===== src/rtl/smbb_pkg.sv =====
// Shared constants for the SMBus block buffer: register offsets decoded
// by the buffer and bit positions inside the auxiliary control register.
package smbb_pkg;
    localparam int OFS_CTRL  = 2;    // control register: read rewinds index
    localparam int OFS_DATA0 = 5;    // byte count register
    localparam int OFS_PORT  = 7;    // block data port
    localparam int OFS_AUX   = 13;   // auxiliary control register
    localparam int AUX_PEC_BIT = 0;
    localparam int AUX_BUF_BIT = 1;
endpackage


===== src/rtl/smbb_index.sv =====
// Saturating buffer index. Counts 0..DEPTH-1; a step taken at the last
// entry sets past_end instead of wrapping, and later steps are ignored.
// Assumes clr and step are never both needed in one cycle (clr wins).
module smbb_index #(
    parameter int DEPTH = 32,
    localparam int IW = (DEPTH > 1) ? $clog2(DEPTH) : 1
) (
    input  logic          clk,
    input  logic          rst_n,
    input  logic          clr,
    input  logic          step,
    output logic [IW-1:0] idx,
    output logic          past_end
);
    // Advance, saturate or rewind the index
    always_ff @(posedge clk) begin
        if (!rst_n || clr) begin
            idx      <= '0;
            past_end <= 1'b0;
        end else if (step && !past_end) begin
            if (idx == IW'(DEPTH - 1)) begin
                past_end <= 1'b1;
            end else begin
                idx <= idx + 1'b1;
            end
        end
    end
endmodule


===== src/rtl/smbb_store.sv =====
// Payload storage: DEPTH entries of DW bits, one write port and two
// combinational read ports (software side and engine side).
// Assumes read addresses stay below DEPTH.
module smbb_store #(
    parameter int DEPTH = 32,
    parameter int DW    = 8,
    localparam int IW = (DEPTH > 1) ? $clog2(DEPTH) : 1
) (
    input  logic          clk,
    input  logic          rst_n,
    input  logic          we,
    input  logic [IW-1:0] waddr,
    input  logic [DW-1:0] wdata,
    input  logic [IW-1:0] raddr_a,
    output logic [DW-1:0] rdata_a,
    input  logic [IW-1:0] raddr_b,
    output logic [DW-1:0] rdata_b
);
    logic [DW-1:0] mem_q [DEPTH];

    for (genvar i = 0; i < DEPTH; i++) begin : g_entry
        // Load one entry when addressed by the write port
        always_ff @(posedge clk) begin
            if (!rst_n) begin
                mem_q[i] <= '0;
            end else if (we && (waddr == IW'(i))) begin
                mem_q[i] <= wdata;
            end
        end
    end

    // Two independent read ports
    always_comb begin
        rdata_a = mem_q[raddr_a];
        rdata_b = mem_q[raddr_b];
    end
endmodule


===== src/rtl/smbb_regs.sv =====
// Count register, auxiliary control bits and the count-range failure flag.
// A count delivered by the engine overrides a software data0 write in the
// same cycle; a bad count arriving with eng_start still sets the flag.
// Assumes DEPTH fits in DW bits.
module smbb_regs #(
    parameter int DW          = 8,
    parameter int DEPTH       = 32,
    parameter bit BUF_PRESENT = 1'b1
) (
    input  logic          clk,
    input  logic          rst_n,
    input  logic          aux_we,
    input  logic          data0_we,
    input  logic [DW-1:0] wdata,
    input  logic          cnt_we,
    input  logic [DW-1:0] cnt_in,
    input  logic          start,
    output logic          aux_pec,
    output logic          aux_buf,
    output logic [DW-1:0] data0,
    output logic          proto_fail
);
    import smbb_pkg::*;

    logic cnt_bad;

    // Range test on a received count
    always_comb begin
        cnt_bad = (cnt_in == '0) || (int'(cnt_in) > DEPTH);
    end

    // PEC enable bit
    always_ff @(posedge clk) begin
        if (!rst_n) begin
            aux_pec <= 1'b0;
        end else if (aux_we) begin
            aux_pec <= wdata[AUX_PEC_BIT];
        end
    end

    if (BUF_PRESENT) begin : g_buf
        // Buffer enable bit, present only when the store is built
        always_ff @(posedge clk) begin
            if (!rst_n) begin
                aux_buf <= 1'b0;
            end else if (aux_we) begin
                aux_buf <= wdata[AUX_BUF_BIT];
            end
        end
    end else begin : g_nobuf
        assign aux_buf = 1'b0;
    end

    // Byte count: engine count has priority over software
    always_ff @(posedge clk) begin
        if (!rst_n) begin
            data0 <= '0;
        end else if (cnt_we) begin
            data0 <= cnt_in;
        end else if (data0_we) begin
            data0 <= wdata;
        end
    end

    // Failure flag: cleared at start, set by an out-of-range count
    always_ff @(posedge clk) begin
        if (!rst_n) begin
            proto_fail <= 1'b0;
        end else if (cnt_we && cnt_bad) begin
            proto_fail <= 1'b1;
        end else if (start) begin
            proto_fail <= 1'b0;
        end
    end
endmodule


===== src/rtl/smbus_blkbuf.sv =====
// SMBus block data buffer top. Decodes the register accesses that concern
// the buffer, keeps one index for software and one for the engine, and
// routes payload bytes to and from the store. Buffer mode holds when the
// buffer enable bit is set and the transfer is not I2C style; otherwise
// entry 0 serves as a plain byte register. Read data for offsets not
// owned here is 0. Assumes one register access per cycle.
module smbus_blkbuf #(
    parameter int DEPTH       = 32,
    parameter int DW          = 8,
    parameter int AW          = 4,
    parameter bit BUF_PRESENT = 1'b1
) (
    input  logic          clk,
    input  logic          rst_n,
    input  logic [AW-1:0] cpu_addr,
    input  logic          cpu_wr,
    input  logic          cpu_rd,
    input  logic [DW-1:0] cpu_wdata,
    output logic [DW-1:0] cpu_rdata,
    input  logic          blk_i2c,
    input  logic          eng_start,
    input  logic          eng_tx_pop,
    output logic [DW-1:0] eng_tx_byte,
    input  logic          eng_rx_valid,
    input  logic          eng_rx_first,
    input  logic [DW-1:0] eng_rx_byte,
    output logic [DW-1:0] eng_count,
    output logic          pec_en,
    output logic          proto_fail
);
    import smbb_pkg::*;

    localparam int IW = (DEPTH > 1) ? $clog2(DEPTH) : 1;

    logic          buffered;
    logic          aux_buf;
    logic          aux_pec;
    logic [DW-1:0] data0;
    logic          ctrl_rd, port_wr, port_rd, aux_wr, data0_wr;
    logic          rx_cnt, rx_pay;
    logic [IW-1:0] cpu_idx, eng_idx;
    logic          cpu_past, eng_past;
    logic          cpu_step, eng_step;
    logic          st_we;
    logic [IW-1:0] st_waddr, st_ra, st_rb;
    logic [DW-1:0] st_wdata, st_da, st_db;
    logic [DW-1:0] port_val;

    // Register access decode
    always_comb begin
        ctrl_rd  = cpu_rd && (cpu_addr == AW'(OFS_CTRL));
        port_rd  = cpu_rd && (cpu_addr == AW'(OFS_PORT));
        port_wr  = cpu_wr && (cpu_addr == AW'(OFS_PORT));
        aux_wr   = cpu_wr && (cpu_addr == AW'(OFS_AUX));
        data0_wr = cpu_wr && (cpu_addr == AW'(OFS_DATA0));
        rx_cnt   = eng_rx_valid && eng_rx_first;
        rx_pay   = eng_rx_valid && !eng_rx_first;
        buffered = aux_buf && !blk_i2c;
        cpu_step = buffered && (port_rd || port_wr);
        eng_step = buffered && (eng_tx_pop || rx_pay);
    end

    smbb_regs #(.DW(DW), .DEPTH(DEPTH), .BUF_PRESENT(BUF_PRESENT)) u_regs (
        .clk        (clk),
        .rst_n      (rst_n),
        .aux_we     (aux_wr),
        .data0_we   (data0_wr),
        .wdata      (cpu_wdata),
        .cnt_we     (rx_cnt),
        .cnt_in     (eng_rx_byte),
        .start      (eng_start),
        .aux_pec    (aux_pec),
        .aux_buf    (aux_buf),
        .data0      (data0),
        .proto_fail (proto_fail)
    );

    smbb_index #(.DEPTH(DEPTH)) u_cpu_idx (
        .clk      (clk),
        .rst_n    (rst_n),
        .clr      (ctrl_rd),
        .step     (cpu_step),
        .idx      (cpu_idx),
        .past_end (cpu_past)
    );

    smbb_index #(.DEPTH(DEPTH)) u_eng_idx (
        .clk      (clk),
        .rst_n    (rst_n),
        .clr      (eng_start),
        .step     (eng_step),
        .idx      (eng_idx),
        .past_end (eng_past)
    );

    // Store write arbitration: engine payload before software port writes
    always_comb begin
        st_we    = 1'b0;
        st_waddr = '0;
        st_wdata = cpu_wdata;
        if (rx_pay) begin
            st_we    = !(buffered && eng_past);
            st_waddr = buffered ? eng_idx : '0;
            st_wdata = eng_rx_byte;
        end else if (port_wr) begin
            st_we    = !(buffered && cpu_past);
            st_waddr = buffered ? cpu_idx : '0;
        end
        st_ra = buffered ? cpu_idx : '0;
        st_rb = buffered ? eng_idx : '0;
    end

    smbb_store #(.DEPTH(DEPTH), .DW(DW)) u_store (
        .clk     (clk),
        .rst_n   (rst_n),
        .we      (st_we),
        .waddr   (st_waddr),
        .wdata   (st_wdata),
        .raddr_a (st_ra),
        .rdata_a (st_da),
        .raddr_b (st_rb),
        .rdata_b (st_db)
    );

    // Read data: past-end reads return 0
    always_comb begin
        port_val    = (buffered && cpu_past) ? '0 : st_da;
        eng_tx_byte = (buffered && eng_past) ? '0 : st_db;
        cpu_rdata   = '0;
        if (cpu_addr == AW'(OFS_DATA0)) begin
            cpu_rdata = data0;
        end else if (cpu_addr == AW'(OFS_PORT)) begin
            cpu_rdata = port_val;
        end else if (cpu_addr == AW'(OFS_AUX)) begin
            cpu_rdata[AUX_PEC_BIT] = aux_pec;
            cpu_rdata[AUX_BUF_BIT] = aux_buf;
        end
    end

    // Engine-facing outputs
    always_comb begin
        eng_count = data0;
        pec_en    = aux_pec;
    end
endmodule


===== config.mk =====
export PLATFORM = sky130hd
export DESIGN_NAME = smbus_blkbuf
export DESIGN_NICKNAME = d
export VERILOG_FILES = /design/src/rtl/smbb_pkg.sv /design/src/rtl/smbb_index.sv /design/src/rtl/smbb_store.sv /design/src/rtl/smbb_regs.sv /design/src/rtl/smbus_blkbuf.sv
export SDC_FILE = /design/constraint.sdc
export NUM_CORES = 1
export LEC_CHECK = 0
export CORE_UTILIZATION = 48
export CTS_CLUSTER_SIZE = 12
export DETAILED_ROUTE_END_ITERATION = 16
export PLACE_DENSITY = 0.77
export REMOVE_ABC_BUFFERS = 1
export SKIP_LAST_GASP = 1
export SYNTH_ARGS = -nofsm -noshare
export SYNTH_HDL_FRONTEND = slang
export SYNTH_SLANG_ARGS = --single-unit

===== constraint.sdc =====
create_clock -name clk -period 4 [get_ports clk]
set_clock_uncertainty 0.2 [all_clocks]
set_input_delay 0.4 -clock clk [delete_from_list [all_inputs] [get_ports clk]]
set_output_delay 0.4 -clock clk [all_outputs]
set_load 0.01 [all_outputs]

==> results.md <==
Run status:
- The flow ran to the end, but the final reports show violations.
- The checks that failed: setup timing.

CTS:
- Counting the buffers created by CTS gives 31.
- The level count of the clock H-tree is 1.
- The cts-stage hold buffer count is 0.
- No sink is reached through more buffers than the 3 on the longest clock path.
- Clock-pin slew was measured on the worst setup and hold paths at about 0.070 ns.
- The TritonCTS clock tree is built.
- The latest clock arrival within the worst-skew pair is around 0.6 ns.
- The clock drives roughly 280 sinks.
- The cell at the root of the clock tree is clkbuf_16.

Drt:
- The average wire per cell in the routed design is 29.2 um.
- Before antenna repair, the detailed router went through 6 iterations.
- For this block, the via count after detailed routing is between 10k and 15k.
- The routed design has between 60000 and 70000 um of wire.
- After detailed routing, the number of vias per cell comes to 6.82.
- The DRC violation count after routing is 0.
- The starting DRC count in detailed routing is approximately 1.9k.
- The remaining antenna violation count is 0.

Global route:
- The via count of the first global-routing pass is around 14k.
- The first global-routing pass estimated 91100 um of wire.
- For this run, the total global-route usage over all layers was measured as 0.352.
- The number of antenna violations at the first check in global routing is 1.
- For this run the aggregate overflow at the end of global routing stands at 0.
- The maximum number of pins on one net before global-route repair is 41.

Worst setup path:
- The worst register-to-register path ends at u_store.mem_q[23][4]$_SDFFCE_PN0P_.
- STA puts the critical path data arrival time at ~3.4 ns.
- Walking the worst path, the cells encountered are buf_8 -> and3b_2 -> buf_4 -> buf_12 -> mux4_2 -> a211oi_1 -> o22ai_2 -> clkdlybuf4s50_1.
- The critical path starts at u_regs.aux_buf$_SDFFE_PN0P_.
- The number of cells on the worst reg-to-reg path is 10.
- The type of the worst setup path is flop to output port.
- STA classifies the critical path endpoint as an output port.
- The largest single stage delay on the critical path is around 0.55 ns.
- The data required time of the worst path is between 3 and 4 ns.
- The buffering stage count on the worst path with inverters included is 4.
- For this design, the slowest cell found on the critical path is a211oi_1.
- The launching element type of the critical path is a flop.
- The launching point of the worst reg2reg path is u_regs.aux_buf$_SDFFE_PN0P_.
- Of all nets on the critical path, the largest fanout is 22.
- Setup slack on the worst reg-to-reg path comes out at approximately 0.61 ns.
- The cell family contributing the most delay on the critical path is buffers and inverters.

STA:
- The final-report setup violation count is 1.
- Setup repair after global routing could not meet its margin everywhere.
- Measured against its own limit, the worst slew margin works out to 0.195.
- The maximum clock frequency is roughly 0.25 GHz.
- Dividing the final minimum period by the clock period gives 1.00.
- At the pin with the least slew margin, the transition time is approximately 1.2 ns.
- Adding up every negative setup slack in the final design gives -0.0168 ns.
- The minimum clock period is between 4 and 5 ns.
- The number of hold violations in the final report is 0.
- Once routing completed, OpenROAD measured the worst setup slack at -0.0168 ns.
- The final number of max-transition violations is 0.

Cells and area:
- Counting the fill cells in the layout gives approximately 2.8k.
- The number of antenna diodes is 0.
- The multi-input gate area in the final layout is 7780 um^2.
- The library cell used most frequently in the layout, excluding fill and tap cells, is edfxtp_1.
- The library cells used most frequently in the layout, excluding fill and tap cells, are edfxtp_1 (256), nor2_1 (239), buf_4 (158).
- The sequential standard cell area is about 8200 um^2.
- After the last flow step, the layout net total stands at ~1.7k.
- The final core area utilization is 0.581.
- The post-layout instance count excluding filler cells is around 2.1k.
- The fraction of layout instances using a drive strength above 1 is 0.225.
- Relative to the synthesized area, the layout overhead comes to 18.5%.

Worst hold path:
- Counting instances, the worst hold path has a depth of 2.
- The critical hold path startpoint is u_regs.proto_fail$_SDFFE_PN0P_.
- The worst hold path terminates at u_regs.proto_fail$_SDFFE_PN0P_.
- The tightest min-delay check is of the flop to flop type.

Floorplan:
- The initialized floorplan defines 67 standard-cell rows.
- The die covers approximately 35000 um^2.
- The standard cell core area is about 34000 um^2.
- The number of placed I/O pins is 55.
- The initial standard-cell utilization of the core is 0.490.
- The floorplan die height is roughly 190 um.
- The width of the die is around 190 um.

Place:
- Detailed placement finished with a half-perimeter wire length of roughly 45000 um.
- The congestion estimate from routability-driven global placement came to between 1 and 1.5.
- Port buffering added 54 buffers.
- The number of placed instances with taps included is slightly above 2k.

Power:
- The worst-case vdd ir drop is between 0.3 and 0.4 mV.
- The power density relative to cell area is between 300 and 400 nW/um^2.
- Summed over all cells, the static leakage comes to approximately 6.5 nW.

Synth:
- The post-synthesis xor/xnor area fraction is 0.00372.
- The portion of synthesized cell area occupied by the leading cell type is 0.466.
- The netlist uses slightly above 80 different library cells.
- The compound-cell area share of the yosys netlist is 0.138.
- The portion of synthesized area spent on multiplexers is 0.130.
- Of the total synthesized cell area, the portion taken by AND, OR, NAND and NOR gates is 0.185.
- The largest area contributor in the netlist is edfxtp_1.
- The share of the Yosys chip area taken by registers is 0.494.
- The number of flops mapped to enable cells by yosys is about 260.
- Summing every instance area after synthesis gives roughly 16000 um^2.
- Synthesis inferred about 280 register bits.
- By area, the combinational part of the netlist is dominated by simple AND/OR/NAND/NOR gates.
- Of the total synthesized cell area, the portion taken by full adders, half adders and majority gates is 0.00304.
- After synthesis, the share of flip-flops with an asynchronous set or reset is 0.
- Synthesis produced a netlist whose cell count is about 1.6k.
- The number of warning messages in the yosys log is 0.
- After synthesis, the cell types taking the most area are edfxtp_1 (47%), mux4_2 (6.0%), nor2_1 (5.4%).
- The mean area per synthesized cell is around 11 um^2.
- For this run, the leading register cell type out of synthesis is edfxtp_1.

Run:
- Max-cap violations in this run came to 0.
-- cell families after synthesis --
family | count (synthesis)
and+or+nand+nor | 627
AOI/OAI and AO/OA | 313
DFF | 279
buffers and inverters | 171
muxes | 154
xor gates and xnor gates | 7
adders and majority gates | 4
-- how the worst max path moves through the flow --
| stage | to | slack, ns | depth (start not counted) |
|---|---|---|---|
| after global routing | cpu_rdata[4] | -0.01 | 8 |
| after CTS | cpu_rdata[1] | -0.06 | 8 |
| after detailed placement | cpu_rdata[6] | -0.03 | 8 |
| after global placement | cpu_rdata[6] | -0.02 | 8 |
| final | eng_tx_byte[0] | -0.02 | 8 |
| after floorplan | u_store.mem_q[22][0]$_SDFFCE_PN0P_ | -3.03 | 3 |
-- where the power goes --
| group | leakage, nW | internal (mW) | switching (mW) |
|---|---|---|---|
| clock network | 0.486 | 1.66 | 1.18 |
| logic | 3.26 | 0.229 | 0.337 |
| registers | 2.73 | 3.30 | 0.0896 |
| total | 6.47 | 5.19 | 1.61 |
-- routing by layer --
metal,up-vias,part of all wire,global-route usage,wire [um]
met2,1097,0.44,0.535,27400
met4,2,0.056,0.169,3500
met3,211,0.12,0.0749,7620
met5,-,0.00018,0,11
li1,6117,-,-,-
met1,7115,0.38,0.479,23800
-- Yosys cell counts (16+ instances only) --
cell type	count
a211oi_1	37
a21oi_1	34
a311oi_1	21
a31oi_1	35
buf_2	59
clkbuf_1	73
dfxtp_1	23
edfxtp_1	256
inv_1	18
mux2_2	44
mux2i_1	66
mux4_2	44
nand2_1	119
nand2b_1	16
nand3_1	35
nor2_1	239
nor3_1	67
nor4_1	24
o21ai_0	71
o22ai_1	23
-- worst register-to-register path, stage by stage, from the launching register on --
cell,delay (ns)
dfxtp_2,0.34
buf_6,0.14
buf_4,0.16
nor2b_2,0.21
buf_4,0.20
buf_4,0.19
a2111oi_2,0.60
o211a_1,0.41
nand2_1,0.15
o21ai_0,0.27
buf_4,0.23
-- state kept, by name, indices dropped and copies added, names as in the netlist --
| name | count |
|---|---|
| u_store.mem_q | 256 |
| u_regs.data0 | 8 |
| u_cpu_idx.idx | 5 |
| u_eng_idx.idx | 5 |
| u_cpu_idx.past_end | 1 |
| u_eng_idx.past_end | 1 |
| u_regs.aux_buf | 1 |
| u_regs.aux_pec | 1 |
| u_regs.proto_fail | 1 |
-- layout make-up --
cell class              count  area share
multi-input cells        1105       0.398
well taps                 448      0.0287
flip-flops and latches    279       0.418
inverters                  20     0.00384
repair buffers            226       0.101
clock buffers              36      0.0407
clock inverters            18     0.00974
-- timing repair --
action	in CTS	in global routing
endpoints found under the hold margin	0	0
resized for setup	7	11
buffers inserted	2	4
endpoints found under the setup margin	8	15
pin swaps	1	2
-- per-stage QoR --
step	hold WS (ns)	instance area [um^2]	power (mW)	worst slack (ns)
4_1_cts	0.303	19400	6.78	-0.0608
6_report	0.303	19500	6.80	-0.0168
2_1_floorplan	0.289	15800	3.65	-3.03
3_3_place_gp	0.261	18400	3.97	-0.0162
3_5_place_dp	0.278	18400	3.99	-0.0299
5_1_grt	0.322	19500	6.94	-0.0129
Note: power is estimated with default switching activity, not from simulation.
